===== config.mk =====
export PLATFORM = sky130hd
export DESIGN_NAME = adc_thresh_mon
export DESIGN_NICKNAME = d
export VERILOG_FILES = /design/src/rtl/thm_pkg.sv /design/src/rtl/thm_interval.sv /design/src/rtl/thm_channel.sv /design/src/rtl/adc_thresh_mon.sv
export SDC_FILE = /design/constraint.sdc
export NUM_CORES = 2
export LEC_CHECK = 0
export BUFFER_PORTS_ARGS = -buffer_cell sky130_fd_sc_hd__buf_2
export CORE_ASPECT_RATIO = 1.1
export CORE_UTILIZATION = 53
export DETAILED_ROUTE_END_ITERATION = 10
export PLACE_DENSITY_LB_ADDON = 0.1
export SKIP_LAST_GASP = 1
export SYNTH_ARGS = -nofsm -noshare
export SYNTH_HDL_FRONTEND = slang
export SYNTH_SLANG_ARGS = --single-unit

===== constraint.sdc =====
create_clock -name clk -period 18.4 [get_ports clk]
set_clock_uncertainty 0.15 [all_clocks]
set_input_delay 3.68 -clock clk [delete_from_list [all_inputs] [get_ports clk]]
set_output_delay 3.68 -clock clk [all_outputs]
set_load 0.02 [all_outputs]

===== src/rtl/thm_pkg.sv =====
package thm_pkg;
   localparam int MAX_CH    = 8;
   localparam int SEL_W     = 8;
   localparam int THR_W     = 16;
   localparam int NUM_TMR   = 3;
   localparam int BANK_SZ   = 8;

   localparam logic [7:0] A_STAT_LO = 8'h0A;
   localparam logic [7:0] A_STAT_HI = 8'h0B;
   localparam logic [7:0] A_NCH     = 8'h0F;
   localparam logic [7:0] A_DECIM   = 8'h42;
   localparam logic [7:0] A_AVG     = 8'h43;
   localparam logic [7:0] A_IVL1    = 8'h44;
   localparam logic [7:0] A_IVL23   = 8'h45;
   localparam logic [7:0] A_GEN     = 8'h46;
   localparam logic [7:0] A_START   = 8'h47;
   localparam logic [7:0] A_BANK0   = 8'h60;

   localparam int EN_MEAS_BIT = 7;
   localparam int EN_HIE_BIT  = 1;
   localparam int EN_LIE_BIT  = 0;

   typedef enum logic [2:0] {
      OFF_SEL  = 3'd0,
      OFF_LOTL = 3'd1,
      OFF_LOTH = 3'd2,
      OFF_HITL = 3'd3,
      OFF_HITH = 3'd4,
      OFF_TSEL = 3'd5,
      OFF_CTL  = 3'd6,
      OFF_EN   = 3'd7
   } bank_off_e;

   typedef enum logic [1:0] {
      TSEL_T1  = 2'd0,
      TSEL_T2  = 2'd1,
      TSEL_T3  = 2'd2,
      TSEL_OFF = 2'd3
   } tsel_e;
endpackage


===== src/rtl/thm_interval.sv =====
module thm_interval #(
   parameter int UNIT   = 1000,
   parameter int CODE_W = 8,
   parameter int CNT_W  = 24
) (
   input  logic              clk,
   input  logic              rst_n,
   input  logic              run,
   input  logic [CODE_W-1:0] code,
   output logic              tick
);
   logic [CNT_W-1:0] cnt_q;
   logic [CNT_W-1:0] limit;

   // period = UNIT * (code + 1) cycles, counter wraps at period - 1
   assign limit = CNT_W'(UNIT) * (CNT_W'(code) + CNT_W'(1)) - CNT_W'(1);
   assign tick  = run && (cnt_q >= limit);

   always_ff @(posedge clk) begin
      if (!rst_n || !run) begin
         cnt_q <= '0;
      end else if (cnt_q >= limit) begin
         cnt_q <= '0;
      end else begin
         cnt_q <= cnt_q + CNT_W'(1);
      end
   end
endmodule


===== src/rtl/thm_channel.sv =====
module thm_channel
   import thm_pkg::*;
(
   input  logic               clk,
   input  logic               rst_n,
   input  logic               bank_we,
   input  logic [2:0]         bank_off,
   input  logic [7:0]         wdata,
   input  logic [NUM_TMR-1:0] tick,
   input  logic               run,
   input  logic               res_valid,
   input  logic [SEL_W-1:0]   res_tag,
   input  logic [THR_W-1:0]   res_data,
   input  logic               clr_lo,
   input  logic               clr_hi,
   output logic [7:0]         rd_byte,
   output logic               st_lo,
   output logic               st_hi,
   output logic               meas,
   output logic               hie,
   output logic               lie,
   output logic               arm_evt
);
   logic [SEL_W-1:0] sel_q;
   logic [THR_W-1:0] lo_thr_q;
   logic [THR_W-1:0] hi_thr_q;
   tsel_e            tsel_q;
   logic [3:0]       settle_q;
   logic [1:0]       cal_q;
   logic             meas_q, hie_q, lie_q;
   logic             armed_q;
   logic             st_lo_q, st_hi_q;
   logic             sel_tick, take, hit_lo, hit_hi;

   // configuration bytes
   always_ff @(posedge clk) begin
      if (!rst_n) begin
         sel_q    <= '0;
         lo_thr_q <= '0;
         hi_thr_q <= '0;
         tsel_q   <= TSEL_OFF;
         settle_q <= '0;
         cal_q    <= '0;
         meas_q   <= 1'b0;
         hie_q    <= 1'b0;
         lie_q    <= 1'b0;
      end else if (bank_we) begin
         unique case (bank_off_e'(bank_off))
            OFF_SEL:  sel_q          <= wdata;
            OFF_LOTL: lo_thr_q[7:0]  <= wdata;
            OFF_LOTH: lo_thr_q[15:8] <= wdata;
            OFF_HITL: hi_thr_q[7:0]  <= wdata;
            OFF_HITH: hi_thr_q[15:8] <= wdata;
            OFF_TSEL: tsel_q         <= tsel_e'(wdata[1:0]);
            OFF_CTL: begin
               settle_q <= wdata[3:0];
               cal_q    <= wdata[5:4];
            end
            OFF_EN: begin
               meas_q <= wdata[EN_MEAS_BIT];
               hie_q  <= wdata[EN_HIE_BIT];
               lie_q  <= wdata[EN_LIE_BIT];
            end
            default: ;
         endcase
      end
   end

   always_comb begin
      unique case (tsel_q)
         TSEL_T1: sel_tick = tick[0];
         TSEL_T2: sel_tick = tick[1];
         TSEL_T3: sel_tick = tick[2];
         default: sel_tick = 1'b0;
      endcase
   end

   assign arm_evt = run && meas_q && sel_tick;
   assign take    = armed_q && res_valid && (res_tag == sel_q);
   assign hit_lo  = take && (res_data <= lo_thr_q);
   assign hit_hi  = take && (res_data >= hi_thr_q);

   // arming: a new tick wins over consumption in the same cycle
   always_ff @(posedge clk) begin
      if (!rst_n || !run || !meas_q) begin
         armed_q <= 1'b0;
      end else if (arm_evt) begin
         armed_q <= 1'b1;
      end else if (take) begin
         armed_q <= 1'b0;
      end
   end

   // sticky status, a new crossing wins over a clear
   always_ff @(posedge clk) begin
      if (!rst_n) begin
         st_lo_q <= 1'b0;
         st_hi_q <= 1'b0;
      end else begin
         st_lo_q <= hit_lo || (st_lo_q && !clr_lo);
         st_hi_q <= hit_hi || (st_hi_q && !clr_hi);
      end
   end

   always_comb begin
      unique case (bank_off_e'(bank_off))
         OFF_SEL:  rd_byte = sel_q;
         OFF_LOTL: rd_byte = lo_thr_q[7:0];
         OFF_LOTH: rd_byte = lo_thr_q[15:8];
         OFF_HITL: rd_byte = hi_thr_q[7:0];
         OFF_HITH: rd_byte = hi_thr_q[15:8];
         OFF_TSEL: rd_byte = {6'b0, tsel_q};
         OFF_CTL:  rd_byte = {2'b0, cal_q, settle_q};
         OFF_EN:   rd_byte = {meas_q, 5'b0, hie_q, lie_q};
         default:  rd_byte = 8'h00;
      endcase
   end

   assign st_lo = st_lo_q;
   assign st_hi = st_hi_q;
   assign meas  = meas_q;
   assign hie   = hie_q;
   assign lie   = lie_q;
endmodule


===== src/rtl/adc_thresh_mon.sv =====
module adc_thresh_mon
   import thm_pkg::*;
#(
   parameter int NUM_CH  = 8,
   parameter int T1_UNIT = 1000,
   parameter int T2_UNIT = 100000,
   parameter int T3_UNIT = 400000
) (
   input  logic              clk,
   input  logic              rst_n,
   input  logic              reg_we,
   input  logic [7:0]        reg_addr,
   input  logic [7:0]        reg_wdata,
   output logic [7:0]        reg_rdata,
   input  logic              res_valid,
   input  logic [SEL_W-1:0]  res_tag,
   input  logic [THR_W-1:0]  res_data,
   output logic              conv_req,
   output logic              irq
);
   localparam int MAX_UNIT = (T1_UNIT > T2_UNIT) ?
                             ((T1_UNIT > T3_UNIT) ? T1_UNIT : T3_UNIT) :
                             ((T2_UNIT > T3_UNIT) ? T2_UNIT : T3_UNIT);
   localparam int CNT_W    = $clog2(MAX_UNIT * 256 + 1);
   localparam int BANK_END = 'h60 + BANK_SZ * NUM_CH;

   generate
      if (NUM_CH < 1 || NUM_CH > MAX_CH) begin : g_bad_nch
         $error("NUM_CH must lie in 1..8");
      end
      if (T1_UNIT < 2 || T2_UNIT < 2 || T3_UNIT < 2) begin : g_bad_unit
         $error("timer units must be at least 2 cycles");
      end
   endgenerate

   // global registers
   logic [7:0] decim_q, avg_q, ivl1_q, ivl23_q;
   logic       gen_en_q, start_q, run;
   logic       conv_q, irq_q;

   // decode
   logic [8:0] addr_x;
   logic [7:0] rel;
   logic       in_bank;
   logic [2:0] bank_idx;
   logic [7:0] clr_lo_v, clr_hi_v;

   assign addr_x   = {1'b0, reg_addr};
   assign in_bank  = (addr_x >= 9'h060) && (addr_x < 9'(BANK_END));
   assign rel      = reg_addr - A_BANK0;
   assign bank_idx = rel[5:3];
   assign clr_lo_v = (reg_we && reg_addr == A_STAT_LO) ? reg_wdata : 8'h00;
   assign clr_hi_v = (reg_we && reg_addr == A_STAT_HI) ? reg_wdata : 8'h00;

   always_ff @(posedge clk) begin
      if (!rst_n) begin
         decim_q  <= '0;
         avg_q    <= '0;
         ivl1_q   <= '0;
         ivl23_q  <= '0;
         gen_en_q <= 1'b0;
      end else if (reg_we) begin
         unique case (reg_addr)
            A_DECIM: decim_q  <= reg_wdata;
            A_AVG:   avg_q    <= reg_wdata;
            A_IVL1:  ivl1_q   <= reg_wdata;
            A_IVL23: ivl23_q  <= reg_wdata;
            A_GEN:   gen_en_q <= reg_wdata[7];
            default: ;
         endcase
      end
   end

   always_ff @(posedge clk) begin
      if (!rst_n || !gen_en_q) begin
         start_q <= 1'b0;
      end else if (reg_we && reg_addr == A_START && reg_wdata[7]) begin
         start_q <= 1'b1;
      end
   end

   assign run = gen_en_q && start_q;

   // interval timers
   logic [7:0]         tcode [NUM_TMR];
   logic [NUM_TMR-1:0] tick;

   assign tcode[0] = ivl1_q;
   assign tcode[1] = {4'h0, ivl23_q[7:4]};
   assign tcode[2] = {4'h0, ivl23_q[3:0]};

   generate
      for (genvar k = 0; k < NUM_TMR; k++) begin : g_tmr
         localparam int UNIT_K = (k == 0) ? T1_UNIT : (k == 1) ? T2_UNIT : T3_UNIT;
         thm_interval #(
            .UNIT   (UNIT_K),
            .CODE_W (8),
            .CNT_W  (CNT_W)
         ) u_ivl (
            .clk   (clk),
            .rst_n (rst_n),
            .run   (run),
            .code  (tcode[k]),
            .tick  (tick[k])
         );
      end
   endgenerate

   // channels (unused slots tie off)
   logic [7:0]        ch_rd [MAX_CH];
   logic [MAX_CH-1:0] st_lo, st_hi, meas_en, hi_ie, lo_ie, arm_v;

   generate
      for (genvar i = 0; i < MAX_CH; i++) begin : g_ch
         if (i < NUM_CH) begin : g_live
            thm_channel u_ch (
               .clk       (clk),
               .rst_n     (rst_n),
               .bank_we   (reg_we && in_bank && bank_idx == 3'(i)),
               .bank_off  (reg_addr[2:0]),
               .wdata     (reg_wdata),
               .tick      (tick),
               .run       (run),
               .res_valid (res_valid),
               .res_tag   (res_tag),
               .res_data  (res_data),
               .clr_lo    (clr_lo_v[i]),
               .clr_hi    (clr_hi_v[i]),
               .rd_byte   (ch_rd[i]),
               .st_lo     (st_lo[i]),
               .st_hi     (st_hi[i]),
               .meas      (meas_en[i]),
               .hie       (hi_ie[i]),
               .lie       (lo_ie[i]),
               .arm_evt   (arm_v[i])
            );
         end else begin : g_tie
            assign ch_rd[i]   = 8'h00;
            assign st_lo[i]   = 1'b0;
            assign st_hi[i]   = 1'b0;
            assign meas_en[i] = 1'b0;
            assign hi_ie[i]   = 1'b0;
            assign lo_ie[i]   = 1'b0;
            assign arm_v[i]   = 1'b0;
         end
      end
   endgenerate

   always_ff @(posedge clk) begin
      if (!rst_n) begin
         conv_q <= 1'b0;
         irq_q  <= 1'b0;
      end else begin
         conv_q <= |arm_v;
         irq_q  <= |((st_lo & lo_ie) | (st_hi & hi_ie));
      end
   end

   assign conv_req = conv_q;
   assign irq      = irq_q;

   // read mux
   always_comb begin
      if (in_bank) begin
         reg_rdata = ch_rd[bank_idx];
      end else begin
         unique case (reg_addr)
            A_STAT_LO: reg_rdata = st_lo;
            A_STAT_HI: reg_rdata = st_hi;
            A_NCH:     reg_rdata = 8'(NUM_CH);
            A_DECIM:   reg_rdata = decim_q;
            A_AVG:     reg_rdata = avg_q;
            A_IVL1:    reg_rdata = ivl1_q;
            A_IVL23:   reg_rdata = ivl23_q;
            A_GEN:     reg_rdata = {gen_en_q, 7'b0};
            A_START:   reg_rdata = {start_q, 7'b0};
            default:   reg_rdata = 8'h00;
         endcase
      end
   end
endmodule


==> results.toml <==
[layout]
seq_area_um2 = 10990
finalNetCount = 5163
multiInputGateArea_um2 = 24510
drive_gt1_share_pct = 5.367
syn_to_final_growth_pct = 7.894
n_fill_cell = 6571
final_area_um2 = 40580

[setup_path]
crit_path_cell_trace = "buf_4, buf_4, nand2b_1, nor2_4, buf_4, nand2_1, o2111ai_1, o21ai_0, a21oi_1, a211oi_1, o311ai_0, buf_2"
critPathCaptureType = "output pin"
path_common_cell = "buf_4"
crit_path_start_kind = "input port"
cp_slowest_cell = "o311ai_0"
reg2reg_depth = 28
critPathMaxFanout = 44
critPathMaxStageDelay_ps = 800
cp_data_required_time_ps = 14570
crit_type = "in2out"
cp.arrival_ps = 7860

[drt]
drtAntennaViolNets = 0
viasPerCell = 6.153
drc = 0
vias = 34780
routedWlPerCell_um = 24.38
wl_um = 137800
drt_iter0_drc = 3304
drtPass1Iterations = 8

[synth]
synth_nets = 5250
synth_edf_count = 0
synth.distinct_cells = 87
avgSynthCellArea_um2 = 7.910
synth_seq_cells = 549
synthesis.area_um2 = 37610
yosysTopAreaCellShare_pct = 29.22
ys_warn_count = 0
yosysTopAreaCell = "dfxtp_1"
synth_area_leaders = "dfxtp_1, ha_1, nand2_1"
syn_inst = 4755
synth_top_flop_cell = "dfxtp_1"
async_flop_share_pct = 0
yosysSeqAreaShare_pct = 29.22

[grt]
grt_pass1_vias = 32080
globalRouteOverflowTotal = 0
grt_util_all_layers_pct = 37.38
antenna_found_initial = 4
grt_max_degree = 95
grt_pass1_wl_um = 204600

[clocking]
clock_sinks = 549
cts_made_buffers = 61
clk_root_buffer_cell = "clkbuf_16"
cts_resized = 0
cts_max_level = 2
cts.path.max_buffers = 3
post_cts_buffers = 0
insertion_delay_ps = 650
cts_tree = "done"
hold_buffers = 0
clk_pin_slew_ps = 60

[timing]
min_period_over_period_pct = 63.52
hold_viol_final = 0
fmax_mhz = 85.57
drv_slew = 0
fin_setup_tns_ps = 0
worst_pin_slew_ps = 1256
rsz0062_at_grt = "no"
worst_slack_ps = 6713
slew_headroom_pct = 15.93
fin_crit_ps = 11690
setup_viol = 0

[floorplanning]
row_count = 102
core_area_um2 = 70320
die_h_um = 281.4
ios = 54
die_area_um2 = 72040
die_w_um = 256.0
start_util_pct = 53.49

[placed_design]
dpl_cell_area_um2 = 38530
post-place-ws_ps = 6908
port_buffers = 53
dp_hpwl_um = 97680
place.gp.congestion = 1.011

[hold_path]
min_path_type = "reg2reg"
hold_depth = 2

[pwr]
power.density_nw_per_um2 = 66.88
ir_worst_vdd_mv = 0.06363
p_leak_nw = 14.82

[status]
status = "complete, no violations"

[flow_run]
cap_violations = 0
## cells in the mapped netlist, types with 6 or more instances
cell / n
nor4_1: 27
o21a_1: 45
mux2i_1: 108
a21boi_0: 181
buf_1: 24
o211a_1: 8
o211ai_1: 16
buf_2: 7
a2111oi_0: 7
a21oi_1: 339
inv_1: 329
clkbuf_1: 215
o22ai_1: 25
and3_1: 24
nor2b_1: 81
xnor2_1: 99
xor2_1: 132
mux4_2: 19
a21boi_1: 7
ha_1: 429
nor3_1: 39
mux2_2: 11
nand2b_1: 40
nand4_1: 80
nand2_1: 801
a221oi_1: 52
nand3_1: 249
fa_1: 22
o21ai_0: 173
dfxtp_1: 549
a22o_1: 11
a31oi_1: 12
nand3b_1: 6
a21o_1: 100
nor2_1: 261
a22oi_1: 49
or3_1: 10
a211oi_1: 26
a32o_1: 7
o2111ai_1: 6
and2_1: 24
## worst max-delay path, delay by kind of cell
kind            cells  cell delay (ps)
buf+inv             4             1750
compound gates      5             1550
simple gates        3              800
## routing by layer
| layer | up-vias | share of wire, % | wire (µm) | track usage, % |
|---|---|---|---|---|
| li1 | 16380 | - | - | - |
| met1 | 16370 | 40 | 55710 | 47.22 |
| met2 | 1613 | 44 | 60720 | 59.71 |
| met3 | 410 | 9.1 | 12550 | 7.219 |
| met4 | 4 | 6.4 | 8826 | 21.46 |
| met5 | - | 0.019 | 26 | 0 |
## cell usage in the layout (no fill, tap or decap), types with 100 or more instances in the layout
cell type,count
a21boi_0,181
ha_1,429
o21ai_0,173
dfxtp_1,549
a21o_1,100
nor2_1,254
mux2i_1,108
nand2_1,801
inv_1,329
nand3_1,249
xor2_1,132
a21oi_1,339
## path summary, 6_finish.rpt
path,startpoint,end,slack (ps)
min,g_ch[6].g_live.u_ch.hi_thr_q[15],g_ch[6].g_live.u_ch.hi_thr_q[15],310
max reg2reg,ivl1_q[0],conv_req,9400
min reg2reg,g_ch[6].g_live.u_ch.hi_thr_q[15],g_ch[6].g_live.u_ch.hi_thr_q[15],310
max,reg_addr[2],reg_rdata[2],6710
## where the power goes
group / total (mW) / internal, mW / leakage (nW) / switching, mW
Clock: 1.28 / 0.752 / 0.996 / 0.525
Combinational: 0.246 / 0.0732 / 9.41 / 0.173
Sequential: 1.19 / 1.19 / 4.42 / 0.00168
## logic make-up (layout without fill, tap and decap cells)
group,Yosys count,in the layout,synth area share [%]
compound gates,1126,1126,19.50
xor+xnor,233,233,5.466
fa+ha+maj,451,451,15.44
buf+inv,577,536,5.792
flops,549,549,29.22
mux,138,138,4.341
other cells,0,3,0
simple gates,1681,1681,20.24
## cell type report
type | instances | share of cell area (%)
well taps | 936 | 2.886
flip-flops and latches | 549 | 27.08
clock inverters | 15 | 0.5797
repair buffers | 97 | 1.520
clock buffers | 94 | 4.443
multi-input cells | 3629 | 60.40
inverters | 330 | 3.065
diodes | 3 | 0.01850
## state kept, by name, indices dropped and copies added (netlist names), 8 cells and up
| name | flops |
|---|---|
| g_ch.g_live.u_ch.hi_thr_q | 128 |
| g_ch.g_live.u_ch.lo_thr_q | 128 |
| g_ch.g_live.u_ch.st_lo | 8 |
| g_ch.g_live.u_ch.sel_q | 64 |
| g_ch.g_live.u_ch.lie | 8 |
| g_ch.g_live.u_ch.settle_q | 32 |
| g_ch.g_live.u_ch.st_hi | 8 |
| g_ch.g_live.u_ch.meas | 8 |
| ivl23_q | 8 |
| avg_q | 8 |
| decim_q | 8 |
| ivl1_q | 8 |
| g_ch.g_live.u_ch.cal_q | 16 |
| g_ch.g_live.u_ch.armed_q | 8 |
| g_ch.g_live.u_ch.tsel_q | 16 |
| g_ch.g_live.u_ch.hie | 8 |
| g_tmr.u_ivl.cnt_q | 81 |
## through the flow
| stage | instances | power (mW) | util [%] | hold slack, ps |
|---|---|---|---|---|
| after floorplan | 4755 | 1.364 | - | 267.5 |
| final | 5653 | 2.714 | 57.71 | 305.7 |
| after detailed placement | 5541 | 1.455 | 54.80 | 294.1 |
| after global placement | 5541 | 1.452 | 54.80 | 284.7 |
| after global routing | 5651 | 2.785 | 57.70 | 318.7 |
| after CTS | 5650 | 2.716 | 57.70 | 304.5 |
No activity file was read; power rests on OpenSTA's default activity.
